==> src/rtl/copbus_pkg.sv <==
package copbus_pkg;
  typedef enum logic [1:0] {
    REQ_FILL   = 2'd0,
    REQ_DMA    = 2'd1,
    REQ_SINGLE = 2'd2
  } reqKind_e;

  // Strobes from control to datapath
  typedef struct packed {
    logic copOwn;
    logic copXfer;
    logic running;
  } ctlStrobe_t;

  localparam logic [15:0] ADDR_STATUS    = 16'h7F53;
  localparam logic [15:0] ADDR_PLEN      = 16'h7F55;
  localparam logic [15:0] ADDR_RESUME    = 16'h7F56;
  localparam logic [15:0] VEC_REG_BASE   = 16'h7F60;
  localparam logic [15:0] VEC_FETCH_BASE = 16'hFFE0;
endpackage

==> src/rtl/copbus_ctrl.sv <==
module copbus_ctrl
  import copbus_pkg::*;
#(
  parameter int CNT_W      = 10,
  parameter int FILL_BYTES = 512,
  parameter int PAUSE_W    = 8
) (
  input  logic               clk,
  input  logic               rstN,
  input  logic               hostCyc,
  input  logic               hostWr,
  input  logic [15:0]        hostAddr,
  input  logic [7:0]         hostWData,
  input  logic               cpReq,
  input  logic [1:0]         cpKind,
  input  logic [CNT_W-1:0]   cpDmaLen,
  output ctlStrobe_t         strobes,
  output logic               cpGrant,
  output logic [PAUSE_W-1:0] pauseLen
);
  localparam logic [CNT_W-1:0] FILL_LEN = CNT_W'(FILL_BYTES);

  logic               own;
  logic [CNT_W-1:0]   cnt;
  logic [CNT_W-1:0]   reqLen;
  logic               paused, timed, pendPause, pendResume;
  logic [PAUSE_W-1:0] pcnt;
  logic               boundary, wrPlen, wrResume, expired, grant, xfer;

  always_comb begin
    case (reqKind_e'(cpKind))
      REQ_FILL: reqLen = FILL_LEN;
      REQ_DMA:  reqLen = cpDmaLen;
      default:  reqLen = CNT_W'(1);
    endcase
  end

  assign boundary = !hostCyc;
  assign wrPlen   = hostCyc && hostWr && (hostAddr == ADDR_PLEN);
  assign wrResume = hostCyc && hostWr && (hostAddr == ADDR_RESUME) && hostWData[0];
  assign expired  = paused && timed && (pcnt == '0);
  assign grant    = !own && cpReq && !paused && boundary;
  assign xfer     = own && (cnt != '0);

  // Bus ownership: N transfer cycles, then one tail cycle
  always_ff @(posedge clk) begin
    if (!rstN) begin
      own <= 1'b0;
      cnt <= '0;
    end else if (own) begin
      if (cnt != '0) cnt <= cnt - 1'b1;
      else           own <= 1'b0;
    end else if (grant) begin
      own <= 1'b1;
      cnt <= reqLen;
    end
  end

  // Run/pause state, committed only at access boundaries
  always_ff @(posedge clk) begin
    if (!rstN) begin
      paused     <= 1'b0;
      timed      <= 1'b0;
      pcnt       <= '0;
      pendPause  <= 1'b0;
      pendResume <= 1'b0;
      pauseLen   <= '0;
    end else begin
      if (wrPlen) pauseLen <= hostWData[PAUSE_W-1:0];
      if (boundary) begin
        pendPause  <= 1'b0;
        pendResume <= 1'b0;
      end else if (wrPlen) begin
        pendPause  <= 1'b1;
        pendResume <= 1'b0;
      end else if (wrResume) begin
        pendResume <= 1'b1;
        pendPause  <= 1'b0;
      end
      if (boundary && pendPause) begin
        paused <= 1'b1;
        timed  <= (pauseLen != '0);
        pcnt   <= pauseLen;
      end else begin
        if (boundary && (pendResume || expired)) paused <= 1'b0;
        if (paused && timed && (pcnt != '0)) pcnt <= pcnt - 1'b1;
      end
    end
  end

  assign strobes.copOwn  = own;
  assign strobes.copXfer = xfer;
  assign strobes.running = !paused;
  assign cpGrant         = grant;


  tail_release_chk: assert property (@(posedge clk) disable iff (!rstN)
    own && !xfer |=> !own);

  grant_boundary_chk: assert property (@(posedge clk) disable iff (!rstN)
    $rose(own) |-> $past(!hostCyc && !paused));

  switch_boundary_chk: assert property (@(posedge clk) disable iff (!rstN)
    !$stable(paused) |-> $past(!hostCyc));

  early_resume_chk: assert property (@(posedge clk) disable iff (!rstN)
    paused && timed && (pcnt != '0) |=> paused);
endmodule

==> src/rtl/copbus_datapath.sv <==
module copbus_datapath
  import copbus_pkg::*;
#(
  parameter int          PAUSE_W    = 8,
  parameter int          VEC_BYTES  = 32,
  parameter int          SRAM_AW    = 12,
  parameter logic [15:0] SRAM_BASE  = 16'h6000,
  parameter bit          RAM_FITTED = 1'b1
) (
  input  logic               clk,
  input  logic               rstN,
  input  ctlStrobe_t         strobes,
  input  logic [PAUSE_W-1:0] pauseLen,
  input  logic               hostCyc,
  input  logic               hostWr,
  input  logic [15:0]        hostAddr,
  input  logic [7:0]         hostWData,
  output logic [7:0]         hostRData,
  input  logic [15:0]        cpAddr,
  input  logic               cpWr,
  input  logic [7:0]         cpWData,
  output logic [7:0]         cpRData,
  output logic [15:0]        memAddr,
  output logic               memWr,
  output logic [7:0]         memWData,
  input  logic [7:0]         memRData
);
  localparam int IDX_W = $clog2(VEC_BYTES);

  logic [7:0]       vecReg [VEC_BYTES];
  logic [IDX_W-1:0] idx;
  logic             vecRegHit, fetchHit, sramHit, sramWrOk;
  logic [7:0]       sramRd;

  assign idx       = hostAddr[IDX_W-1:0];
  assign vecRegHit = hostAddr[15:IDX_W] == VEC_REG_BASE[15:IDX_W];
  assign fetchHit  = hostAddr[15:IDX_W] == VEC_FETCH_BASE[15:IDX_W];
  assign sramHit   = hostAddr[15:SRAM_AW] == SRAM_BASE[15:SRAM_AW];

  for (genvar i = 0; i < VEC_BYTES; i++) begin : g_vec
    always_ff @(posedge clk) begin
      if (!rstN) vecReg[i] <= '0;
      else if (hostCyc && hostWr && vecRegHit && (idx == IDX_W'(i)))
        vecReg[i] <= hostWData;
    end
  end

  if (RAM_FITTED) begin : g_ram
    assign sramRd   = strobes.copOwn ? 8'h00 : memRData;
    assign sramWrOk = 1'b1;
  end else begin : g_noram
    assign sramRd   = 8'h00;
    assign sramWrOk = 1'b0;
  end

  always_comb begin
    hostRData = 8'h00;
    if (hostAddr == ADDR_STATUS)               hostRData = {strobes.copOwn, 7'b0};
    else if (hostAddr == ADDR_PLEN)            hostRData = 8'(pauseLen);
    else if (vecRegHit)                        hostRData = vecReg[idx];
    else if (fetchHit && strobes.running)      hostRData = vecReg[idx];
    else if (hostAddr[15])                     hostRData = strobes.copOwn ? 8'h00 : memRData;
    else if (sramHit)                          hostRData = sramRd;
  end

  assign memAddr  = strobes.copOwn ? cpAddr : hostAddr;
  assign memWData = strobes.copOwn ? cpWData : hostWData;
  assign memWr    = strobes.copOwn ? (strobes.copXfer && cpWr)
                                   : (hostCyc && hostWr && sramHit && sramWrOk);
  assign cpRData  = memRData;


  rom_zero_chk: assert property (@(posedge clk) disable iff (!rstN)
    strobes.copOwn && hostCyc && hostAddr[15] && !fetchHit |-> hostRData == 8'h00);

  host_write_drop_chk: assert property (@(posedge clk) disable iff (!rstN)
    strobes.copOwn && hostCyc && hostWr && !strobes.copXfer |-> !memWr);
endmodule

==> src/rtl/copbus_arbiter.sv <==
module copbus_arbiter
  import copbus_pkg::*;
#(
  parameter int          CNT_W      = 10,
  parameter int          FILL_BYTES = 512,
  parameter int          PAUSE_W    = 8,
  parameter int          VEC_BYTES  = 32,
  parameter int          SRAM_AW    = 12,
  parameter logic [15:0] SRAM_BASE  = 16'h6000,
  parameter bit          RAM_FITTED = 1'b1
) (
  input  logic             clk,
  input  logic             rstN,
  input  logic             hostCyc,
  input  logic             hostWr,
  input  logic [15:0]      hostAddr,
  input  logic [7:0]       hostWData,
  output logic [7:0]       hostRData,
  input  logic             cpReq,
  input  logic [1:0]       cpKind,
  input  logic [CNT_W-1:0] cpDmaLen,
  input  logic [15:0]      cpAddr,
  input  logic             cpWr,
  input  logic [7:0]       cpWData,
  output logic             cpGrant,
  output logic             cpXfer,
  output logic [7:0]       cpRData,
  output logic [15:0]      memAddr,
  output logic             memWr,
  output logic [7:0]       memWData,
  input  logic [7:0]       memRData
);
  ctlStrobe_t         strobes;
  logic [PAUSE_W-1:0] pauseLen;

  copbus_ctrl #(.CNT_W(CNT_W), .FILL_BYTES(FILL_BYTES), .PAUSE_W(PAUSE_W)) u_ctrl (
    .clk(clk), .rstN(rstN), .hostCyc(hostCyc), .hostWr(hostWr),
    .hostAddr(hostAddr), .hostWData(hostWData), .cpReq(cpReq),
    .cpKind(cpKind), .cpDmaLen(cpDmaLen), .strobes(strobes),
    .cpGrant(cpGrant), .pauseLen(pauseLen)
  );

  copbus_datapath #(.PAUSE_W(PAUSE_W), .VEC_BYTES(VEC_BYTES), .SRAM_AW(SRAM_AW),
                    .SRAM_BASE(SRAM_BASE), .RAM_FITTED(RAM_FITTED)) u_dp (
    .clk(clk), .rstN(rstN), .strobes(strobes), .pauseLen(pauseLen),
    .hostCyc(hostCyc), .hostWr(hostWr), .hostAddr(hostAddr),
    .hostWData(hostWData), .hostRData(hostRData), .cpAddr(cpAddr),
    .cpWr(cpWr), .cpWData(cpWData), .cpRData(cpRData), .memAddr(memAddr),
    .memWr(memWr), .memWData(memWData), .memRData(memRData)
  );

  assign cpXfer = strobes.copXfer;
endmodule

==> config.mk <==
export PLATFORM = sky130hd
export DESIGN_NAME = copbus_arbiter
export DESIGN_NICKNAME = d
export VERILOG_FILES = /design/src/rtl/copbus_pkg.sv /design/src/rtl/copbus_ctrl.sv /design/src/rtl/copbus_datapath.sv /design/src/rtl/copbus_arbiter.sv
export SDC_FILE = /design/constraint.sdc
export NUM_CORES = 1
export LEC_CHECK = 0
export BUFFER_PORTS_ARGS = -buffer_cell sky130_fd_sc_hd__clkbuf_2
export CORE_MARGIN = 2
export CORE_UTILIZATION = 46
export DETAILED_ROUTE_END_ITERATION = 16
export HOLD_SLACK_MARGIN = 0.02
export PLACE_DENSITY = 0.69
export SLEW_MARGIN = 40
export SYNTH_ARGS = -nofsm -noshare
export SYNTH_HDL_FRONTEND = slang
export SYNTH_SLANG_ARGS = --single-unit
==> constraint.sdc <==
create_clock -name clk -period 2.06 [get_ports clk]
set_clock_uncertainty 0.15 [all_clocks]
set_input_delay 0 -clock clk [delete_from_list [all_inputs] [get_ports clk]]
set_output_delay 0 -clock clk [all_outputs]
set_load 0.02 [all_outputs]
==> run metrics <==
routed via count=10100; worst-path maximum fanout=1; drt first pass iters=5; CTS tree=built; total CTS buffers=30; routed length per placed instance=23.7 µm; crit-path max cell delay=530 ps; CP required=1910 ps; Hold EP=u_ctrl.pauseLen[4]$_SDFFE_PN0P_; slowest cell on the critical path=mux4_2; hold path cells=3; post-synthesis instance total=1078; fraction of layout cells with a size suffix above 1=32.4%; Initial Utilization=46.6%; power density cells=792 nW/µm²; status=finished with violations; global route overflow=0; synthesized area=14200 µm²; Final period util=129%; R2R setup slack=90 ps; Max Fclk=376 MHz; CTS HTree Levels=1; dominant cell type by area after synthesis=edfxtp_1; area of the die=32200 µm²; # Max-Cap Violations=0; GRT Total Usage=24.6%; Clock Path Buffers=3; worst setup margin=-598 ps; Core Region=30400 µm²; CTS sink count=287; synthesized area per cell=13.1 µm²; Post-DRT Antenna Nets=0; Synth warnings=0; Worst Hold Margin=47.1 ps; first-pass GRT wire length=61.4 mm; # IOs=117; worst reg2reg endpoint=u_ctrl.cnt[6]$_SDFFE_PN0P_; Layout Nets=1362; Hold Crit Class=in -> reg; Die Span Y=180 µm; top cell type's share of synthesized area=54.2%; Hold Crit Start=hostWData[4]; vias in the first global route=10000; hold violation count in the final report=0; syn_nets=1155; Yosys cell types=65; Post-synth top flop=edfxtp_1; Critical Path Sink Type=output port; Async SR Flop Fraction=0%; placement row count=64; Routed WL=40.3 mm; Die Width=180 µm; total power draw=13.8 mW; dpl ws=-161 ps; number of antenna violations at the first check in global routing=2; P&R area growth vs syn=22.6%; dpl hpwl=27.8 mm; RSZ-0062 raised after global routing=yes; EDFF count, synth=256; Max VDD drop=0.738 mV; CP arrival=2510 ps; final setup vio count=9; clk_lat worst skew=550 ps; Leak=6.61 nW; slew of the pin with the lowest slew margin=827 ps; CP bufs+invs=2; filler instances=2359; largest net degree at the start of global routing=43; worst r2r src=u_ctrl.cnt[9]$_SDFFE_PN0P_; cells on worst reg2reg path=6; DRT iter0 DRCs=936; DRC Markers=0; crit start category=flop; max_slew headroom=44.8%; synth top area cells=edfxtp_1 (54%), and2_1 (9.3%), mux4_2 (8.9%); CTS root buf=clkbuf_16; CP cell instances=mux4_2, mux4_2, mux2i_1, buf_4, o21ai_2, clkbuf_8; failing checks=setup timing; fin crit period=2660 ps; Seq/Total Area, Yosys=58.6%; last weighted congestion value of the routability-driven placer=0.918; #FFs+latches synth=287; Final Max Slew Viols=0; post-CTS setup buffer count=0; critical path type=reg -> out; Core Util, Final=57.1%; Crit path top cell by count=mux4_2; port buffer count=116; setup TNS=-3920 ps; clock transition at the registers of the reported paths=60 ps; vias per inst=5.91; crit-path leading delay family=multiplexers
-- layout by cell type (no fill, tap or decap), drive strengths merged, types with 3 or more instances in the layout --
master | Yosys | final
a21oi | 19 | 19
or2 | 3 | 3
o21ai | 51 | 51
a221o | 8 | 8
xor2 | 4 | 4
and3 | 53 | 53
and3b | 3 | 3
mux4 | 56 | 56
o211a | 4 | 4
mux2i | 10 | 10
nor3b | 4 | 4
nor4 | 7 | 7
a221oi | 9 | 9
dfxtp | 31 | 31
or4 | 3 | 3
clkbuf | 53 | 151
xnor2 | 6 | 6
nand2 | 52 | 52
nor4b | 3 | 3
clkinv | 0 | 11
nor2 | 46 | 46
edfxtp | 256 | 256
nand3 | 17 | 17
nand2b | 4 | 4
a22o | 4 | 4
mux2 | 35 | 35
a211oi | 6 | 6
and2 | 211 | 211
buf | 36 | 133
o221ai | 4 | 4
and4 | 5 | 5
a22oi | 13 | 13
a21boi | 14 | 14
inv | 7 | 8
ha | 3 | 3
dlygate4sd3 | 0 | 21
nor2b | 6 | 6
nor3 | 10 | 10
-- power breakdown --
part / internal, mW / switching (mW)
clock: 3.18 / 2.22
sequential: 6.59 / 0.108
combinational: 0.739 / 0.925
-- synth_stat cells, types with 5 or more instances --
cell type    n
a21boi_1    11
nor2b_1      6
nor2_1      45
buf_4       14
and4_1       5
a221oi_1     9
nand3_1     17
buf_6        5
o21ai_0     48
mux4_2      56
a221o_1      8
a22oi_1     13
dfxtp_1     31
a211oi_1     6
mux2i_1     10
nand2_1     52
inv_1        7
clkbuf_1    53
mux2_2      33
and3_1      53
edfxtp_1   256
nor3_1      10
buf_2       14
a21oi_1     19
nor4_1       6
and2_1     211
xnor2_1      6
-- kinds of logic (layout without fill, tap and decap cells) --
kind of cell	count (synthesis)	after routing	synth area share, %
and+or+nand+nor	438	438	17.9
DFF	287	287	58.6
AOI/OAI and AO/OA	143	143	6.89
muxes	101	101	12.4
buffers and inverters	96	327	3.30
xor gates and xnor gates	10	10	0.618
adders and majority gates	3	3	0.265
other	0	1	0
-- per-layer routing --
| metal | GRT usage [%] | share of wire, % |
|---|---|---|
| met5 | 0 | 0.027 |
| met4 | 9.20 | 4.0 |
| met3 | 4.11 | 8.1 |
| met2 | 41.1 | 48 |
| met1 | 32.5 | 39 |
-- flip-flops by register name, indices dropped and copies added, names as in the netlist --
register,count
u_ctrl.pendResume,1
u_ctrl.timed,1
u_dp.vecReg,256
u_ctrl.cnt,10
u_ctrl.pauseLen,8
u_ctrl.pendPause,1
u_ctrl.paused,1
u_ctrl.own,1
u_ctrl.pcnt,8
-- through the flow --
| step | instances | cell area [µm²] |
|---|---|---|
| detailed placement | 1630 | 15900 |
| finish | 1706 | 17400 |
| global route | 1706 | 17400 |
| global placement | 1630 | 15900 |
| CTS | 1704 | 17300 |
| floorplan | 1078 | 14200 |
-- how the worst max path moves through the flow --
stage                                                 from                                to  slack, ps  cells past startpoint
after detailed placement                       hostAddr[0]                      hostRData[1]       -160                      8
after floorplan                                    hostCyc  u_dp.vecReg[22][0]$_SDFFCE_PN0P_        -90                      6
after CTS                 u_dp.vecReg[10][4]$_SDFFCE_PN0P_                      hostRData[4]       -620                      6
after global routing      u_dp.vecReg[11][2]$_SDFFCE_PN0P_                      hostRData[2]       -670                      6
after global placement                         hostAddr[0]                      hostRData[1]       -190                      8
final                     u_dp.vecReg[11][2]$_SDFFCE_PN0P_                      hostRData[2]       -600                      6
-- repair_timing --
item,4_1_cts,5_1_grt
hold buffers,20,1
pin swaps,18,12
gates resized for setup,35,25
hold endpoints to repair,30,1
endpoints found under the setup margin,10,23
cloned,0,0
-- cell type report --
| class | count | area, µm² | area share [%] |
|---|---|---|---|
| Tap cell | 396 | 495 | 2.85 |
| Sequential cell | 287 | 8310 | 47.8 |
| Clock buffer | 41 | 865 | 4.97 |
| Timing Repair Buffer | 264 | 1960 | 11.3 |
| Multi-Input combinational cell | 695 | 5600 | 32.2 |
| Antenna cell | 1 | 2.50 | 0.0144 |
| Clock inverter | 15 | 126 | 0.727 |
| Inverter | 7 | 26.3 | 0.151 |
-- worst reg2reg max path: stages (launching register included) --
cell     delay, ps
dfxtp_2        320
or4_4          540
o31a_1         330
nor2_2         150
buf_4          160
nor2_1          50
o21a_1         170
Power figures use the tool's default switching activity.
